===== src/rtl/psram_bwr_pkg.sv =====
// Package: shared state encoding of the burst write controller.
package psram_bwr_pkg;

    // Sequencer phases: idle, latch cycle, latency wait, data beats, inter-burst gap
    typedef enum logic [2:0] {
        ST_IDLE = 3'd0,
        ST_ADDR = 3'd1,
        ST_LAT  = 3'd2,
        ST_DATA = 3'd3,
        ST_GAP  = 3'd4
    } bwr_state_e;

endpackage


===== src/rtl/bwr_span_guard.sv =====
// Open-time guard.
// Counts consecutive cycles in which the burst is open. It flags the cycle
// that is the MAX_OPEN-th one, so the sequencer can close the burst at its end.
// Assumes: open is low for at least one cycle between bursts.
module bwr_span_guard #(
    parameter int MAX_OPEN = 312
) (
    input  logic clk,
    input  logic rst_n,
    input  logic open,
    output logic cap_hit
);
    localparam int OCW = $clog2(MAX_OPEN + 1);

    logic [OCW-1:0] run_q;

    // count open cycles already completed, cleared while closed
    always_ff @(posedge clk) begin
        if (!rst_n)
            run_q <= '0;
        else if (!open)
            run_q <= '0;
        else if (run_q != OCW'(MAX_OPEN))
            run_q <= run_q + 1'b1;
    end

    // the current cycle is the last one allowed
    always_comb cap_hit = open && (run_q == OCW'(MAX_OPEN - 1));

endmodule


===== src/rtl/bwr_beat_store.sv =====
// Beat store.
// Captures all data words and lane masks of a request on load, and presents
// the beat picked by sel. Assumes: sel < BEATS.
module bwr_beat_store #(
    parameter int DW    = 16,
    parameter int BEATS = 4,
    localparam int BW   = (BEATS > 1) ? $clog2(BEATS) : 1
) (
    input  logic                  clk,
    input  logic                  rst_n,
    input  logic                  load,
    input  logic [BEATS*DW-1:0]   in_data,
    input  logic [BEATS*2-1:0]    in_mask,
    input  logic [BW-1:0]         sel,
    output logic [DW-1:0]         beat_data,
    output logic [1:0]            beat_mask
);
    logic [DW-1:0] data_q [BEATS];
    logic [1:0]    mask_q [BEATS];

    for (genvar b = 0; b < BEATS; b++) begin : g_slot
        // hold one beat's word and lanes from request acceptance onward
        always_ff @(posedge clk) begin
            if (!rst_n) begin
                data_q[b] <= '0;
                mask_q[b] <= 2'b11;
            end else if (load) begin
                data_q[b] <= in_data[b*DW +: DW];
                mask_q[b] <= in_mask[2*b +: 2];
            end
        end
    end

    // present the selected beat
    always_comb begin
        beat_data = data_q[sel];
        beat_mask = mask_q[sel];
    end

endmodule


===== src/rtl/bwr_seq.sv =====
// Burst sequencer.
// Steps through latch, latency, data and gap phases. It advances a beat only
// when the memory reports it taken. On the open-time cap it closes the burst
// and re-issues the rest after the gap.
// Assumes: LAT >= 2, GAP >= 1, MAX_OPEN >= LAT + 1.
module bwr_seq
    import psram_bwr_pkg::*;
#(
    parameter int AW    = 20,
    parameter int BEATS = 4,
    parameter int LAT   = 5,
    parameter int GAP   = 2,
    localparam int BW   = (BEATS > 1) ? $clog2(BEATS) : 1,
    localparam int LCW  = $clog2(LAT + 1),
    localparam int GCW  = $clog2(GAP + 1)
) (
    input  logic          clk,
    input  logic          rst_n,
    input  logic          start,
    input  logic [AW-1:0] start_addr,
    input  logic          beat_taken,
    input  logic          cap_hit,
    output bwr_state_e    state,
    output logic [BW-1:0] beat,
    output logic [AW-1:0] cur_addr
);
    logic [AW-1:0]  base_q;
    logic [LCW-1:0] lat_q;
    logic [GCW-1:0] gap_q;
    logic           resume_q;
    logic           last_beat;

    // the beat on the bus is the final one of the request
    always_comb last_beat = (beat == BW'(BEATS - 1));

    // phase sequencing and beat bookkeeping
    always_ff @(posedge clk) begin
        if (!rst_n) begin
            state    <= ST_IDLE;
            base_q   <= '0;
            beat     <= '0;
            lat_q    <= '0;
            gap_q    <= '0;
            resume_q <= 1'b0;
        end else begin
            case (state)
                ST_IDLE: if (start) begin
                    state    <= ST_ADDR;
                    base_q   <= start_addr;
                    beat     <= '0;
                    resume_q <= 1'b0;
                end
                ST_ADDR: begin
                    lat_q <= '0;
                    state <= ST_LAT;
                end
                ST_LAT: begin
                    if (lat_q == LCW'(LAT - 2))
                        state <= ST_DATA;
                    else
                        lat_q <= lat_q + 1'b1;
                end
                ST_DATA: begin
                    gap_q <= '0;
                    if (beat_taken && last_beat) begin
                        state    <= ST_GAP;
                        resume_q <= 1'b0;
                    end else begin
                        if (beat_taken)
                            beat <= beat + 1'b1;
                        if (cap_hit) begin
                            state    <= ST_GAP;
                            resume_q <= 1'b1;
                        end
                    end
                end
                ST_GAP: begin
                    if (gap_q == GCW'(GAP - 1))
                        state <= resume_q ? ST_ADDR : ST_IDLE;
                    else
                        gap_q <= gap_q + 1'b1;
                end
                default: state <= ST_IDLE;
            endcase
        end
    end

    // word address of the beat in flight, also the latch address
    always_comb cur_addr = base_q + AW'(beat);

endmodule


===== src/rtl/psram_bwr_ctrl.sv =====
// Top: burst write controller for a synchronous pseudo-static RAM.
// Accepts one request of BEATS words and issues it as one burst, or as
// several if the open-time cap cuts it. Memory-side outputs are decoded from
// registered state only.
// Assumes: the memory is configured for LAT-cycle write latency and
// fixed-length bursts of at least BEATS words.
module psram_bwr_ctrl
    import psram_bwr_pkg::*;
#(
    parameter int AW       = 20,
    parameter int DW       = 16,
    parameter int BEATS    = 4,
    parameter int LAT      = 5,
    parameter int MAX_OPEN = 312,
    parameter int GAP      = 2
) (
    input  logic                  clk,
    input  logic                  rst_n,
    input  logic                  req_valid,
    output logic                  req_ready,
    input  logic [AW-1:0]         req_addr,
    input  logic [BEATS*DW-1:0]   req_data,
    input  logic [BEATS*2-1:0]    req_mask,
    output logic                  mem_cs_n,
    output logic                  mem_adv_n,
    output logic                  mem_we_n,
    output logic                  mem_oe_n,
    output logic                  mem_regsel_n,
    output logic                  mem_ub_n,
    output logic                  mem_lb_n,
    output logic [AW-1:0]         mem_addr,
    output logic [DW-1:0]         mem_dq_out,
    output logic                  mem_dq_oe,
    input  logic                  mem_wait_n
);
    localparam int BW = (BEATS > 1) ? $clog2(BEATS) : 1;

    bwr_state_e    state;
    logic [BW-1:0] beat;
    logic [1:0]    beat_mask;
    logic          start;
    logic          in_burst;
    logic          in_data;
    logic          cap_hit;

    // handshake and phase decode
    always_comb begin
        req_ready = (state == ST_IDLE);
        start     = req_valid && req_ready;
        in_burst  = (state == ST_ADDR) || (state == ST_LAT) || (state == ST_DATA);
        in_data   = (state == ST_DATA);
    end

    bwr_span_guard #(.MAX_OPEN(MAX_OPEN)) u_guard (
        .clk     (clk),
        .rst_n   (rst_n),
        .open    (in_burst),
        .cap_hit (cap_hit)
    );

    bwr_seq #(.AW(AW), .BEATS(BEATS), .LAT(LAT), .GAP(GAP)) u_seq (
        .clk        (clk),
        .rst_n      (rst_n),
        .start      (start),
        .start_addr (req_addr),
        .beat_taken (mem_wait_n),
        .cap_hit    (cap_hit),
        .state      (state),
        .beat       (beat),
        .cur_addr   (mem_addr)
    );

    bwr_beat_store #(.DW(DW), .BEATS(BEATS)) u_store (
        .clk       (clk),
        .rst_n     (rst_n),
        .load      (start),
        .in_data   (req_data),
        .in_mask   (req_mask),
        .sel       (beat),
        .beat_data (mem_dq_out),
        .beat_mask (beat_mask)
    );

    // memory control pins from the current phase
    always_comb begin
        mem_cs_n     = !in_burst;
        mem_we_n     = !in_burst;
        mem_adv_n    = (state != ST_ADDR);
        mem_oe_n     = 1'b1;
        mem_regsel_n = 1'b1;
        mem_dq_oe    = in_data;
        mem_ub_n     = in_data ? beat_mask[1] : 1'b1;
        mem_lb_n     = in_data ? beat_mask[0] : 1'b1;
    end

endmodule


===== config.mk =====
export PLATFORM = sky130hd
export DESIGN_NAME = psram_bwr_ctrl
export DESIGN_NICKNAME = d
export VERILOG_FILES = /design/src/rtl/psram_bwr_pkg.sv /design/src/rtl/bwr_span_guard.sv /design/src/rtl/bwr_beat_store.sv /design/src/rtl/bwr_seq.sv /design/src/rtl/psram_bwr_ctrl.sv
export SDC_FILE = /design/constraint.sdc
export NUM_CORES = 1
export LEC_CHECK = 0
export CORE_ASPECT_RATIO = 0.8
export CORE_UTILIZATION = 42
export CTS_BUF_LIST = sky130_fd_sc_hd__clkbuf_8
export CTS_CLUSTER_SIZE = 40
export DETAILED_ROUTE_END_ITERATION = 8
export DONT_BUFFER_PORTS = 1
export GPL_ROUTABILITY_DRIVEN = 0
export PLACE_DENSITY = 0.68
export RECOVER_POWER = 25
export SYNTH_ARGS = -nofsm -noshare
export SYNTH_HDL_FRONTEND = slang
export SYNTH_HIERARCHICAL = 1
export SYNTH_SLANG_ARGS = --single-unit

===== constraint.sdc =====
create_clock -name clk -period 3.3 [get_ports clk]
set_clock_uncertainty 0.2 [all_clocks]
set_input_delay 0.33 -clock clk [delete_from_list [all_inputs] [get_ports clk]]
set_output_delay 0.33 -clock clk [all_outputs]
set_load 0.01 [all_outputs]

Yosys cells after proc, flatten, opt, wreduce, memory -nomap -nowiden:

Memories as Yosys holds them, arrays and structs flattened. A register that Yosys moved wholly into a read port is not among the register bits.
Index checks and enable logic that the tools add are counted.

* RAM bits: 72
* bits in registers: 40
* logic and storage cells: 94
* memories: 2
* input port bits: 96
* output and inout port bits: 45

Memory list
* u_store.data_q: depth 4, width 16, rd ports 1, clocked after Yosys merged registers in 1, wr ports 4, line bwr_beat_store.sv:18 `logic [DW-1:0] data_q [BEATS];`
* u_store.mask_q: depth 4, width 2, rd ports 1, clocked after Yosys merged registers in 1, wr ports 4, line bwr_beat_store.sv:19 `logic [1:0] mask_q [BEATS];`

* equality and inequality tests: 18
* $add $sub $neg: 5
* mux-type cells: 37
* reductions and logical operators: 17
* bitwise logic cells: 8

Operators with widths (count)
* 2-to-1 mux 16 bit: 4
* 2-to-1 mux 2 bit: 12
* adder 20 x 2 -> 20 bit: 1
* 2-to-1 mux 3 bit: 6
* case mux 3 bit (5 select lines): 1
* 2-to-1 mux 1 bit: 10
* adder 9 x 1 -> 9 bit, second input constant: 1
* equality test 3 x 2 -> 1 bit, second input constant: 3
* equality test 9 bit, second input constant: 1
* inequality test 9 bit, second input constant: 1
* inequality test 2 bit, second input constant: 4
* OR 1 bit: 8
* case mux 2 bit (2 select lines): 2
* AND reduction 2 bit: 4
* AND reduction 4 bit: 2
* inequality test 2 x 1 -> 1 bit, second input constant: 3
* inequality test 3 x 1 -> 1 bit, second input constant: 2
* case mux 3 bit (2 select lines): 1
* nonzero test 2 bit: 3
* adder 2 x 1 -> 2 bit, second input constant: 2
* adder 3 x 1 -> 3 bit, second input constant: 1
* equality test 3 x 1 -> 1 bit, second input constant: 1
* equality test 3 bit, second input constant: 1
* logical AND 1 bit: 3
* 7 further kinds: 8

Logic depth before layout (Yosys ltp):

Gate-level depths: netlist (run 1).

* depth after elaboration: 7
* mapped depth: 6
* depth with buffers taken out: 6

Modules after synthesis:

Netlist (run 1), hierarchy kept.

Modules (own cells, without submodules)
* bwr_beat_store: instances 1, area each 3168.0 um2, seq. area each 2162.1 um2, cells an instance 183
* bwr_seq: instances 1, area each 1774.2 um2, seq. area each 620.6 um2, cells an instance 220
* bwr_span_guard: instances 1, area each 451.7 um2, seq. area each 180.2 um2, cells an instance 54
* psram_bwr_ctrl: instances 1, area each 98.8 um2, seq. area each 0.0 um2, cells an instance 12

Worst setup path before layout (run 1):

OpenSTA, ideal clock, no wires.

* path type: register to register
* start: register u_seq.state[1]
* end: memory u_store.data_q[0][0] (enable)
* path buffers: 1
* required time: 2.658 ns
* library setup time: 0.442 ns
* cell stages (with the launch flop): 4
* arrival: 2.939 ns
* setup slack: -0.281 ns
* period minus slack after synthesis: 3.581 ns
* path through: dfxtp_1 > nor4b_1 > clkbuf_1 > nand2b_1

RTL lines
* start, declared: line bwr_seq.sv:23 `output bwr_state_e state,`
* start signal, assigned: line bwr_seq.sv:79 `state <= resume_q ? ST_ADDR : ST_IDLE;`
* end, declared: line bwr_beat_store.sv:18

Worst setup path in the final report (run 1):

* start: register u_seq.beat[0]
* end: output mem_addr[14]

* longest elaborated chain between the ends: 1

RTL lines
* start, declared: line bwr_seq.sv:24 `output logic [BW-1:0] beat,`
* start signal, assigned: line bwr_seq.sv:70 `beat <= beat + 1'b1;`
* adder 20 x 2 -> 20 bit: line bwr_seq.sv:89 `always_comb cur_addr = base_q + AW'(beat);`
* end, declared: line psram_bwr_ctrl.sv:31 `output logic [AW-1:0] mem_addr,`

Every way passes these cells.

==> results of run 1 <==
## area by class of cell
cell class                 count  area share (%)
sequential                   112            44.1
timing repair buffer          97            14.5
clock inverter                 7            1.23
tap                          171            3.18
clock buffer                   9            1.84
inverter                      12           0.670
multi-input combinational    312            34.5
## repair_timing
item / 4_1_cts / 5_1_grt
hold buffers: 86 / 3
endpoints found under the hold margin: 95 / 3
buffers inserted: 0 / 0
## registers in the layout, indices dropped and copies added, names as in the netlist
| signal | flops |
|---|---|
| u_seq/lat_q | 3 |
| u_seq/resume_q | 1 |
| u_seq/state | 3 |
| u_store/mask_q | 8 |
| u_store/data_q | 64 |
| u_guard/run_q | 9 |
| u_seq/base_q | 20 |
| u_seq/beat | 2 |
| u_seq/gap_q | 2 |
## through the flow
| stage | hold WS, ns | utilization [%] |
|---|---|---|
| after floorplan | 0.239 | - |
| after global placement | 0.248 | 45.1 |
| after detailed placement | 0.261 | 45.1 |
| after CTS | 0.000191 | 53.8 |
| after global routing | 0.000531 | 53.9 |
| final | 0.0151 | 53.9 |
## power by group through the flow
stage / Sequential, mW / Combinational [mW] / Clock [mW]
floorplan: 1.92 / 0.664 / 0
global placement: 1.92 / 0.807 / 0
detailed placement: 1.94 / 0.838 / 0
CTS: 1.91 / 0.938 / 0.890
global route: 1.94 / 1.03 / 0.941
finish: 1.91 / 0.936 / 0.866
## kinds of logic (layout without fill, tap and decap cells)
| family | after synthesis | in the layout |
|---|---|---|
| flops | 112 | 112 |
| other cells | 1 | 2 |
| fa+ha+maj | 9 | 9 |
| mux | 21 | 21 |
| buf+inv | 46 | 125 |
| compound gates | 52 | 52 |
| simple gates | 207 | 207 |
| xor+xnor | 21 | 21 |
## critical path, cell delays in order (launching register included)
cell,delay [ns]
dfxtp_1,0.36
ha_1,0.17
inv_1,0.05
fa_1,0.47
nor4_2,0.49
nand4_1,0.17
xnor2_1,0.29
## layer usage
| layer | routed length [microns] | up-vias |
|---|---|---|
| li1 | - | 1874 |
| met1 | 5620 | 1875 |
| met2 | 6020 | 130 |
| met3 | 887 | 12 |
| met4 | 155 | 0 |
| met5 | 0 | - |
## worst max-delay path by stage
stage / from / endpoint / slack, ns / depth (start not counted)
2_1_floorplan: u_seq/state[1] / u_store/data_q[0][0] / 0.55 / 3
3_3_place_gp: u_seq/beat[0] / mem_addr[14] / 0.87 / 6
3_5_place_dp: u_seq/beat[0] / mem_addr[14] / 0.82 / 6
4_1_cts: u_seq/beat[0] / mem_addr[14] / 0.38 / 6
5_1_grt: u_seq/beat[0] / mem_addr[14] / 0.26 / 6
6_report: u_seq/beat[0] / mem_addr[14] / 0.41 / 6
## synthesized netlist by cell type (6+ instances only)
master | instances | area share [%]
edfxtp_1 | 72 | 39
and3_1 | 64 | 7.3
nand2_1 | 63 | 4.3
dfxtp_1 | 40 | 15
a21boi_1 | 20 | 2.7
clkbuf_1 | 20 | 1.4
xnor2_1 | 15 | 2.4
inv_1 | 12 | 0.82
nor2_1 | 12 | 0.82
mux4_2 | 10 | 4.1
buf_2 | 9 | 0.82
nand3_1 | 9 | 0.82
nand3b_1 | 9 | 1.2
ha_1 | 8 | 1.8
mux4_1 | 8 | 3.8
nor3_1 | 8 | 0.73
a21oi_1 | 7 | 0.64
nor2b_1 | 6 | 0.68
xor2_1 | 6 | 0.96
==> results.md, run 1 <==
- R2R Path End: u_store/data_q[2][3]
- CTS buffer count: 9
- Reg-to-Reg Start: u_seq/state[1]
- PD cells: 552 mW/mm^2
- Clock transition at path regs: 0.11 ns
- Relative slew slack: 7.22%
- Initial Utilization: 44.0%
- Clk buf depth: 2
- Layout area overhead: 22.4%
- Final slew viol count: 0
- Hold Startpoint: req_data[4]
- Measured slew at the worst slew-check pin: 1.39 ns
- Dpl ws: 0.820 ns
- Top-level I/O count: 141
- Avg Inst Size Synth: 11.7 sq um
- Dpl hpwl: 7530 microns
- Fmax: 346 MHz
- MaxCap Viol Count: 0
- Register area share after synthesis: 53.9%
- GRT Max-Usage Layer: met2
- Multi-input logic area: 0.00232 sq mm
- GRT Util Overall: 19.1%
- Netlist Area Pre-Place: 0.00549 sq mm
- Post-cts resize count: 0
- H-Tree Depth: 3
- Routed WL per cell: 17.6 microns
- Antenna Violating Nets Remaining: 0
- DRC: 0
- Total gr overflow: 0
- Compound-Gate Fraction of Synth Area: 6.54%
- Clock group share of total power: 23.3%
- Yosys warning count: 6
- Worst hold path class: in -> reg
- Via count: 3891
- Unique masters post-synth: 56
- Status: completed
- DRT Pass-1 Iters: 6
- M2 GR Usage: 31.8%
- Commonest non-fill, non-tap cell in the layout: dlygate4sd3_1
- DIE AREA: 0.0135 sq mm
- P_leak: 2.59 nW
- DRT Wirelength: 12700 microns
- Most frequent cells in the layout: dlygate4sd3_1, edfxtp_1, and3_1, nand2_1, dfxtp_1
- Port Buffer Count: 0
- R2R depth: 4
- # diodes: 0
- Hold path cells: 1
- Final WS setup: 0.409 ns
- WS Path Type: reg -> out
- Final instance area: 0.00672 sq mm
- Finished Layout Cells: 720
- Clock sinks: 112
- Most used DFF post-synth: edfxtp_1
- Grt met3 use: 5.86%
- Min Tclk post-route: 2.89 ns
- Share of cells above drive strength 1: 7.65%
- Net switching power: 1.19 mW
- Hold endpoint: u_store/data_q[0][4]
- Vias in the first global route: 3834
- Synth Area in Simple Gates: 21.5%
- CP Data Arrival Time: 2.36 ns
- Switching share of power: 32.0%
- Seq. cell area: 0.00296 sq mm
- RSZ-0062 raised after global routing: no
- Int Pwr: 2.52 mW
- Final period util: 87.6%
- Maximum vdd drop: 0.000276 V
- DP Area: 0.00563 sq mm
- Placed Cells: 615
- Largest family of logic cells by synthesized area: simple AND/OR/NAND/NOR gates
- Pin count of the biggest net entering global routing: 89
- DR iter-0 viols: 232
- CTS Root Cell: clkbuf_8
- M1 GR Usage: 23.7%
- Vias per Instance: 5.40
- Clock latency on the worst-skew pair: 0.37 ns
- Synthesized netlist cell count: 469
- First-pass GRT wire length: 19700 microns
- Layout Nets: 649
- XOR/XNOR Fraction of Synth Area: 3.35%
- Chip width: 130 microns
- Logic pwr share: 25.2%
- Synth Area in Adders: 2.19%
- Hold Fails Final Rpt: 0
- Sequential cell fraction of total power: 51.4%
- CP Max Fanout: 5
- Setup tns final: 0 ns
- Final Power: 3.71 mW
- Chip Height: 104 microns
- Asr flop ratio synth: 0%
- CP required: 2.77 ns
- Flip-flop and latch count after synthesis: 112
- Initial antenna violation count: 0
- Core box area: 0.0125 sq mm
- Post-synthesis mux area share: 8.47%
- CTS tree: yes
- Core Rows: 36
- EDFF count, synth: 72
- Setup violations, final: 0
- Worst setup EP type: output port
- Filler cells: 1072
- R2R Setup Slk: 0.47 ns
- CP Launch Type: flop
No activity file was read; power rests on OpenSTA's default activity.
==> inputs of run 2 (changes only) <==
Settings changed: CORE_MARGIN set to 8.
==> run 2 against run 1 <==
Effect of this change: cell count is 0.97% higher; non-clock buffer count is 2 higher; power is 2.7% lower; largest cell class unchanged; largest power group unchanged.
==> results.md, run 2 (synthesis results as in run 1) <==
- Status: completed
- Commonest non-fill, non-tap cell in the layout: dlygate4sd3_1
- Min Tclk post-route: 2.90 ns
- Most frequent cells in the layout: dlygate4sd3_1, edfxtp_1, and3_1, nand2_1, dfxtp_1
- Share of cells above drive strength 1: 7.44%
- DR iter-0 viols: 181
- Clock sinks: 112
- Clock transition at path regs: 0.11 ns
- Measured slew at the worst slew-check pin: 1.04 ns
- CTS buffer count: 9
- Largest stage delay, worst path: 0.87 ns
- Core Rows: 37
- Worst setup EP type: flop
- DRC: 0
- DIE AREA: 0.0170 sq mm
- Maximum vdd drop: 0.000321 V
- CP Cell Sequence: nor4b_2 > clkbuf_2 > and3_1 > dlygate4sd3_1
- Worst hold path class: in -> reg
- Clk buf depth: 2
- Core box area: 0.0128 sq mm
- Final slew viol count: 0
- Port Buffer Count: 0
- Finished Layout Cells: 727
- WS Path Type: reg -> reg
- Filler cells: 1091
- Dpl hpwl: 8720 microns
- Layout area overhead: 22.3%
- Fmax: 345 MHz
- Hold Fails Final Rpt: 0
- RSZ-0062 raised after global routing: no
- Post-cts resize count: 0
- CP max-delay cell: clkbuf_2
- CP required: 3.34 ns
- MaxCap Viol Count: 0
- Setup tns final: 0 ns
- Post-CTS Hold Fix Bufs: 88
- CTS Root Cell: clkbuf_8
- Antenna Violating Nets Remaining: 0
- CTS tree: yes
- Via count: 3923
- Largest regs: u_store/data_q x64, u_seq/base_q x20, u_guard/run_q x9
- Final hold slack: 0.0235 ns
- Setup violations, final: 0
- Placed Cells: 618
- Vias per Instance: 5.40
- Largest register FFs: 64
- Final period util: 87.9%
- Clock latency on the worst-skew pair: 0.37 ns
- Layout Nets: 651
- Relative slew slack: 30.6%
- P_leak: 2.59 nW
- CP Max Fanout: 72
- Chip Height: 118 microns
- DRT Wirelength: 13900 microns
- H-Tree Depth: 3
- Routed WL per cell: 19.1 microns
- DRT Pass-1 Iters: 5
- Vias in the first global route: 4019
- Pin count of the biggest net entering global routing: 90
- GRT Util Overall: 15.9%
- Fin util: 52.4%
- PD cells: 537 mW/mm^2
- Top-level I/O count: 141
- Chip width: 144 microns
- CP Data Arrival Time: 2.95 ns
- Initial Utilization: 42.8%
- First-pass GRT wire length: 21200 microns
- Register with the most flip-flops: u_store/data_q
- Post-CTS setup repair buffer count: 0
- CP Launch Type: flop
- Total gr overflow: 0
- Initial antenna violation count: 1
run 2: cell types whose count changed in the layout (fill, tap and decap cells not counted), sizes merged:
cell	delta
dlygate4sd3	+3
clkinv	+2
buf	-1
bufinv	-1
diode	+1
inv	-1
run 2: routing by layer:
layer,track usage [%],vias to the layer above,wire (microns)
met1,18.5,1901,5890
met5,0,-,0
li1,-,1876,-
met3,5.75,8,1060
met4,3.54,0,63
met2,27.2,138,6890
run 2: through the flow:
step / total power [mW] / cell area [sq um] / setup slack, ns
5_1_grt: 3.81 / 6720 / 0.223
2_1_floorplan: 2.58 / 5500 / 0.548
3_3_place_gp: 2.72 / 5620 / 0.868
3_5_place_dp: 2.77 / 5620 / 0.801
6_report: 3.61 / 6720 / 0.400
4_1_cts: 3.65 / 6700 / 0.374
run 2: worst paths after layout:
kind / start / endpoint / slack [ns] / cells after the start
min: req_data[53] / u_store/data_q[3][5] / 0.02 / 1
min reg2reg: u_seq/base_q[19] / u_seq/base_q[19] / 0.28 / 2
max: u_seq/state[1] / u_store/data_q[3][10] / 0.40 / 4
max reg2reg: u_seq/state[1] / u_store/data_q[3][10] / 0.40 / 4
run 2: power by group:
| part | internal [mW] | switching (mW) |
|---|---|---|
| Sequential | 1.79 | 0.124 |
| Combinational | 0.359 | 0.563 |
| Clock | 0.289 | 0.486 |
| Total | 2.44 | 1.17 |
run 2: critical path, delay by kind of cell (launching register included):
| family | cells | cell delay (ns) |
|---|---|---|
| DFF | 1 | 0.33 |
| buffers and inverters | 2 | 1.43 |
| and+or+nand+nor | 2 | 0.79 |
run 2: area by class of cell:
type | instances | area (sq um) | area share [%]
sequential | 112 | 2960 | 44.1
multi-input combinational | 312 | 2320 | 34.6
timing repair buffer | 99 | 985 | 14.7
tap | 175 | 219 | 3.26
clock buffer | 9 | 124 | 1.84
clock inverter | 7 | 57.6 | 0.857
inverter | 12 | 45.0 | 0.670
antenna | 1 | 2.50 | 0.0372
